[src/rtl/pwm_gen_pkg.sv]
// Package: shared types for the dithered PWM/PDM generator.
// Assumes: nothing; it holds types only.
package pwm_gen_pkg;

    // Pin arrangement selected by out_mode
    typedef enum logic [1:0] {
        MODE_SINGLE = 2'd0,
        MODE_DIR    = 2'd1,
        MODE_UPDN   = 2'd2,
        MODE_OFF    = 2'd3
    } pin_mode_e;

endpackage

[src/rtl/pwm_duty_clamp.sv]
// Module: pwm_duty_clamp
// Purpose: turns a signed command into an unsigned duty magnitude.
// The magnitude is capped by the ceiling, raised to the floor (the floor
// wins when the limits cross) and finally capped at full scale.
// Assumes: CMD_W > FRAC_W + 1; purely combinational.
module pwm_duty_clamp #(
    parameter int CMD_W  = 16,
    parameter int FRAC_W = 12
) (
    input  logic signed [CMD_W-1:0] cmd,
    input  logic                    zero_neg,
    input  logic [FRAC_W:0]         lim_min,
    input  logic [FRAC_W:0]         lim_max,
    output logic [FRAC_W:0]         duty,
    output logic                    neg
);
    localparam logic [FRAC_W:0] FULL = (FRAC_W+1)'(1) << FRAC_W;

    logic [CMD_W-1:0] mag;
    logic [CMD_W-1:0] use_mag;
    logic [FRAC_W:0]  capped;
    logic [FRAC_W:0]  floored;

    // Magnitude, with negative commands zeroed when the mode asks for it
    always_comb begin
        neg     = cmd[CMD_W-1];
        mag     = neg ? (~cmd + CMD_W'(1)) : cmd;
        use_mag = (zero_neg && neg) ? '0 : mag;
    end

    // Ceiling, then floor, then full-scale cap
    always_comb begin
        capped  = (use_mag > CMD_W'(lim_max)) ? lim_max : use_mag[FRAC_W:0];
        floored = (capped < lim_min) ? lim_min : capped;
        duty    = (floored > FULL) ? FULL : floored;
    end
endmodule

[src/rtl/pwm_level_acc.sv]
// Module: pwm_level_acc
// Purpose: decides the high-tick count of each PWM period, or the bit of
// each PDM tick. A fractional accumulator holds the rounding remainder.
// Assumes: duty <= 2^FRAC_W; period_eff >= 2 whenever pdm is low.
module pwm_level_acc #(
    parameter int FRAC_W = 12,
    parameter int PER_W  = 8
) (
    input  logic              clk,
    input  logic              rst_n,
    input  logic              clear,
    input  logic              step,
    input  logic              pdm,
    input  logic              dither,
    input  logic [FRAC_W:0]   duty,
    input  logic [PER_W-1:0]  period_eff,
    output logic [PER_W-1:0]  hi_ticks,
    output logic              pdm_bit
);
    localparam int PW = FRAC_W + 1 + PER_W;
    localparam int DW = FRAC_W + 2;
    localparam logic [PW-1:0] HALF  = PW'(1) << (FRAC_W - 1);
    localparam logic [DW-1:0] FULLD = DW'(1) << FRAC_W;

    logic [FRAC_W-1:0] acc_q;
    logic [FRAC_W-1:0] acc_d;
    logic [PW-1:0]     prod;
    logic [PW-1:0]     psum;
    logic [PW-1:0]     rnd;
    logic [DW-1:0]     dsum;

    // PWM level: the carried sum with dither, the rounded product without
    always_comb begin
        prod     = PW'(duty) * PW'(period_eff);
        psum     = prod + PW'(acc_q);
        rnd      = prod + HALF;
        hi_ticks = dither ? PER_W'(psum >> FRAC_W) : PER_W'(rnd >> FRAC_W);
    end

    // PDM bit: high when the accumulator passes full scale
    always_comb begin
        dsum    = DW'(duty) + DW'(acc_q);
        pdm_bit = (dsum >= FULLD);
    end

    // Next remainder for the mode in use
    always_comb begin
        if (pdm)
            acc_d = pdm_bit ? FRAC_W'(dsum - FULLD) : FRAC_W'(dsum);
        else if (dither)
            acc_d = psum[FRAC_W-1:0];
        else
            acc_d = '0;
    end

    // Remainder register, cleared by reset or by disable
    always_ff @(posedge clk) begin
        if (!rst_n || clear)
            acc_q <= '0;
        else if (step)
            acc_q <= acc_d;
    end

    AST_HI_IN_PERIOD: assert property (@(posedge clk) disable iff (!rst_n)
        (step && !pdm) |-> (hi_ticks <= period_eff));
    AST_NODITHER_NO_CARRY: assert property (@(posedge clk) disable iff (!rst_n)
        (step && !pdm && !dither) |=> (acc_q == '0));
endmodule

[src/rtl/pwm_period_timer.sv]
// Module: pwm_period_timer
// Purpose: counts ticks within a PWM period and produces the registered
// waveform. It flags the boundary tick on which new settings are taken.
// Assumes: hi_ticks and pdm_bit are valid during the boundary tick.
module pwm_period_timer #(
    parameter int PER_W = 8
) (
    input  logic             clk,
    input  logic             rst_n,
    input  logic             clear,
    input  logic             tick,
    input  logic [PER_W-1:0] period_in,
    input  logic [PER_W-1:0] hi_ticks,
    input  logic             pdm_bit,
    output logic             boundary,
    output logic             pdm_live,
    output logic [PER_W-1:0] period_eff,
    output logic             wave
);
    logic [PER_W-1:0] cnt_q;
    logic [PER_W-1:0] per_q;
    logic [PER_W-1:0] hi_q;

    // Effective period: 0 means PDM, 1 is raised to the 2-tick minimum
    always_comb begin
        pdm_live   = (period_in == '0);
        period_eff = (period_in == PER_W'(1)) ? PER_W'(2) : period_in;
        boundary   = tick && (cnt_q == '0);
    end

    // Phase counter and waveform register
    always_ff @(posedge clk) begin
        if (!rst_n || clear) begin
            cnt_q <= '0;
            per_q <= '0;
            hi_q  <= '0;
            wave  <= 1'b0;
        end else if (tick) begin
            if (cnt_q == '0) begin
                if (pdm_live) begin
                    wave <= pdm_bit;
                end else begin
                    wave  <= (hi_ticks != '0);
                    hi_q  <= hi_ticks;
                    per_q <= period_eff;
                    cnt_q <= PER_W'(1);
                end
            end else begin
                wave  <= (cnt_q < hi_q);
                cnt_q <= (cnt_q == per_q - PER_W'(1)) ? '0 : cnt_q + PER_W'(1);
            end
        end
    end

    AST_PERIOD_MIN: assert property (@(posedge clk) disable iff (!rst_n)
        (cnt_q != '0) |-> (per_q >= PER_W'(2)));
    AST_CNT_IN_RANGE: assert property (@(posedge clk) disable iff (!rst_n)
        (cnt_q != '0) |-> (cnt_q < per_q));
    AST_PDM_NO_PHASE: assert property (@(posedge clk) disable iff (!rst_n || clear)
        (tick && pdm_live && cnt_q == '0) |=> (cnt_q == '0));
endmodule

[src/rtl/pwm_dither_gen.sv]
// Module: pwm_dither_gen (top)
// Purpose: single-channel PWM/PDM generator with clamping, optional dither
// and three pin arrangements. Settings are taken at period boundaries.
// Assumes: tick is a single-cycle enable; reset is synchronous, active low.
module pwm_dither_gen
    import pwm_gen_pkg::*;
#(
    parameter int CMD_W  = 16,
    parameter int FRAC_W = 12,
    parameter int PER_W  = 8
) (
    input  logic                    clk,
    input  logic                    rst_n,
    input  logic                    tick,
    input  logic                    en,
    input  logic signed [CMD_W-1:0] duty_cmd,
    input  logic [PER_W-1:0]        period,
    input  logic                    dither,
    input  logic [1:0]              out_mode,
    input  logic [FRAC_W:0]         duty_min,
    input  logic [FRAC_W:0]         duty_max,
    output logic                    pwm,
    output logic                    dir,
    output logic                    up,
    output logic                    down
);
    logic             clear;
    logic [FRAC_W:0]  duty;
    logic             neg;
    logic             boundary;
    logic             pdm_live;
    logic [PER_W-1:0] period_eff;
    logic [PER_W-1:0] hi_ticks;
    logic             pdm_bit;
    logic             wave;
    pin_mode_e        mode_live;
    pin_mode_e        mode_q;
    logic             neg_q;

    // Disable clears phase and remainder
    always_comb begin
        clear     = !en;
        mode_live = pin_mode_e'(out_mode);
    end

    pwm_duty_clamp #(.CMD_W(CMD_W), .FRAC_W(FRAC_W)) u_clamp (
        .cmd      (duty_cmd),
        .zero_neg (mode_live == MODE_SINGLE),
        .lim_min  (duty_min),
        .lim_max  (duty_max),
        .duty     (duty),
        .neg      (neg)
    );

    pwm_level_acc #(.FRAC_W(FRAC_W), .PER_W(PER_W)) u_level (
        .clk        (clk),
        .rst_n      (rst_n),
        .clear      (clear),
        .step       (boundary),
        .pdm        (pdm_live),
        .dither     (dither),
        .duty       (duty),
        .period_eff (period_eff),
        .hi_ticks   (hi_ticks),
        .pdm_bit    (pdm_bit)
    );

    pwm_period_timer #(.PER_W(PER_W)) u_timer (
        .clk        (clk),
        .rst_n      (rst_n),
        .clear      (clear),
        .tick       (tick),
        .period_in  (period),
        .hi_ticks   (hi_ticks),
        .pdm_bit    (pdm_bit),
        .boundary   (boundary),
        .pdm_live   (pdm_live),
        .period_eff (period_eff),
        .wave       (wave)
    );

    // Mode and sign held for the whole period
    always_ff @(posedge clk) begin
        if (!rst_n || clear) begin
            mode_q <= MODE_OFF;
            neg_q  <= 1'b0;
        end else if (boundary) begin
            mode_q <= mode_live;
            neg_q  <= neg;
        end
    end

    // Pin steering per mode, gated by enable
    always_comb begin
        pwm  = 1'b0;
        dir  = 1'b0;
        up   = 1'b0;
        down = 1'b0;
        if (en) begin
            case (mode_q)
                MODE_SINGLE: pwm = wave;
                MODE_DIR: begin
                    pwm = wave;
                    dir = neg_q;
                end
                MODE_UPDN: begin
                    up   = wave && !neg_q;
                    down = wave && neg_q;
                end
                default: ;
            endcase
        end
    end

    AST_UPDN_EXCLUSIVE: assert property (@(posedge clk) disable iff (!rst_n)
        !(up && down));
    AST_DISABLED_CLEARS: assert property (@(posedge clk) disable iff (!rst_n)
        !en |=> !wave);
    AST_SINGLE_NO_DIR: assert property (@(posedge clk) disable iff (!rst_n)
        (mode_q == MODE_SINGLE) |-> !dir);
endmodule

[config.mk]
export PLATFORM = sky130hd
export DESIGN_NAME = pwm_dither_gen
export DESIGN_NICKNAME = d
export VERILOG_FILES = /design/src/rtl/pwm_gen_pkg.sv /design/src/rtl/pwm_duty_clamp.sv /design/src/rtl/pwm_level_acc.sv /design/src/rtl/pwm_period_timer.sv /design/src/rtl/pwm_dither_gen.sv
export SDC_FILE = /design/constraint.sdc
export NUM_CORES = 1
export LEC_CHECK = 0
export CORE_MARGIN = 2
export CORE_UTILIZATION = 55
export CTS_CLUSTER_DIAMETER = 60
export DETAILED_ROUTE_END_ITERATION = 7
export PLACE_DENSITY = 0.85
export SLEW_MARGIN = 20
export SYNTH_ARGS = -nofsm -noshare
export SYNTH_HDL_FRONTEND = slang
export SYNTH_SLANG_ARGS = --single-unit
[constraint.sdc]
create_clock -name clk -period 14.1 [get_ports clk]
set_input_delay 2.115 -clock clk [delete_from_list [all_inputs] [get_ports clk]]
set_output_delay 2.115 -clock clk [all_outputs]
set_load 0.02 [all_outputs]
==> flow_metrics.tcl <==
set metrics [dict create \
    outcome "completed" \
    post-route-min-period_ps 13190 \
    ys.flop_type "dfxtp_1" \
    reg2regPathDepth 13 \
    design.die.area_sq_um 15500 \
    synthSimpleGateAreaFrac 0.243 \
    required_ps 14260 \
    yosysSeqAreaShare 0.100 \
    maxSlewViolCount 0 \
    rows 44 \
    ant_nets 0 \
    yosysTopAreaCell "fa_1" \
    finalCritPeriodShare 0.935 \
    synthAdderAreaFrac 0.324 \
    grt_pass1_wl_mm 34.8 \
    synth_top_area_frac 0.168 \
    antenna_found_initial 0 \
    area_growth_pct 11.0 \
    cts_tree "built" \
    syn_area_sq_um 8010 \
    vias 7411 \
    clk_path_buf_depth 2 \
    dpl_cell_area_sq_um 8750 \
    cts_resized 0 \
    wire_per_inst_microns 16.0 \
    dp_hpwl_mm 16.0 \
    grtUsageTotal 0.265 \
    setup_tns_ps 0 \
    initialDrtViolationCount 504 \
    syn_inst 1037 \
    cp.arrival_ps 13350 \
    boundaryPins 61 \
    syn_avg_cell_area_sq_um 7.72 \
    powerDensity_nw_per_um2 159 \
    min_path_cells 2 \
    worstSetupStartpointType "primary input" \
    setup_viol 0 \
    synth_area_leaders "fa_1, ha_1, dfxtp_1" \
    fin_skew_ps 6.79 \
    place_ws_ps 563 \
    worst_setup_path_end_kind "flip-flop" \
    final_util 0.619 \
    postSynth.asyncResetShare 0 \
    path_clk_slew_ps 60 \
    vdd.ir_drop.worst_uv 112 \
    finalHoldViolations 0 \
    grt_max_degree 41 \
    ys_ff_latch 40 \
    clk_latency_ps 290 \
    synth_top_family_by_area "adder cells" \
    dieHeight_microns 125 \
    drv_cap 0 \
    drive_gt1_frac 0.0474 \
    start_util 0.557 \
    ys_types 74 \
    critical_path.slowest_cell "fa_1" \
    synth-edff-count 0 \
    grt_overflow 0 \
    leakage_nw 4.17 \
    numCtsBuffers 5 \
    synth_compound_area_frac 0.175 \
    cts_setup_buffers 0 \
    yosysMostFrequentCell "inv_1" \
    grt_pass1_vias 7339 \
    ys_warn_count 0 \
    drc 0 \
    clock-root-buffer "clkbuf_16" \
    fmax_mhz 75.8 \
    worst-setup-path-type "primary input to flip-flop" \
    holdBufCountCts 0 \
    fin_nets 1299 \
    first_pass_iters 5 \
    gp_congestion 0.926 \
    io_buffer_count 60 \
    worst-path-max-fanout 24 \
    worst_path_largest_cell_delay_ps 530 \
    htree_levels 2 \
    cts_sinks 40 \
    core_sq_um 14400 \
    fin_area_sq_um 8890 \
    wl_mm 20.2 \
    synth_xor_xnor_area_share 0.0673 \
    die_w_microns 125 \
    viasPerCell 5.89 \
    worst_slack_ps 912 \
    synth_nets 1261 \
    ys_top_cells_by_count "inv_1, ha_1, nand2_1, nor2_1, a21oi_1" \
    rsz0062_at_grt "no" \
    hp-class "flip-flop to flip-flop" \
    worst_pin_slew_ps 791 \
    n_antenna_cell 0 \
    synthMuxAreaShare 0.0127 \
    max_slew_margin 0.471 \
]
path summary, 6_finish.rpt:
path	from	endpoint	slack, ps
setup reg to reg	u_level.acc_q[0]$_SDFFE_PP0P_	u_timer.wave$_SDFFE_PP0P_	10990
hold reg to reg	u_timer.hi_q[5]$_SDFFE_PP0P_	u_timer.hi_q[5]$_SDFFE_PP0P_	460
setup / recovery	duty_cmd[3]	u_timer.wave$_SDFFE_PP0P_	910
hold / removal	u_timer.hi_q[5]$_SDFFE_PP0P_	u_timer.hi_q[5]$_SDFFE_PP0P_	460
flip-flops by register name, summed over array words and instances (netlist names):
name / count
u_timer.hi_q: 8
u_level.acc_q: 12
u_timer.per_q: 8
u_timer.wave: 1
mode_q: 2
neg_q: 1
u_timer.cnt_q: 8
metal layers:
metal  global-route usage  vias to the layer above  part of all wire
met1                0.364                     3500              0.44
met4               0.0787                        0             0.018
met5                    0                        -                 0
li1                     -                     3610                 -
met2                0.440                      265              0.47
met3               0.0309                       36             0.065
power by group:
part           switching (mW)  total [mW]  internal [mW]
sequential            0.00789       0.130          0.122
clock                  0.0480       0.112         0.0643
combinational           0.689        1.17          0.485
total                   0.745        1.42          0.672
stage by stage:
stage	hold slack (ps)	total power [mW]	std cells
final	460	1.42	1259
after global routing	504	1.58	1259
after CTS	457	1.41	1259
after detailed placement	451	1.29	1252
after global placement	445	1.25	1252
after floorplan	432	1.05	1037
kinds of logic (layout without fill, tap and decap cells):
logic type,count (synthesis),count (layout)
simple gates,381,381
buf+inv,164,202
flops,40,40
mux,9,9
compound gates,216,216
fa+ha+maj,167,167
xor+xnor,60,60
final cells by class:
class,count,area (sq um)
clock buffers,5,125
clock inverters,2,12.5
inverters,128,480
multi-input cells,833,6590
well taps,184,230
flip-flops and latches,40,801
repair buffers,67,653
fillers,1253,5480
worst max-delay path, delay by kind of cell:
kind	cells	cell delay, ps
buffers and inverters	7	1210
adder cells (fa/ha/maj)	8	3340
AO/OA/AOI/OAI	16	3750
XOR/XNOR	3	660
AND/OR/NAND/NOR	13	2260
cell usage in the layout, fill, tap and decap left out, types with 26 or more instances in the layout:
| master | Yosys | final |
|---|---|---|
| ha_1 | 100 | 100 |
| xor2_1 | 26 | 26 |
| xnor2_1 | 33 | 33 |
| dfxtp_1 | 40 | 40 |
| o21ai_0 | 47 | 46 |
| nand2_1 | 83 | 83 |
| clkdlybuf4s50_1 | 0 | 60 |
| inv_1 | 127 | 127 |
| fa_1 | 67 | 67 |
| nor3_1 | 41 | 41 |
| a21oi_1 | 68 | 68 |
| and2_1 | 65 | 65 |
| nor2_1 | 83 | 82 |
(Power assumes the default switching activity.)
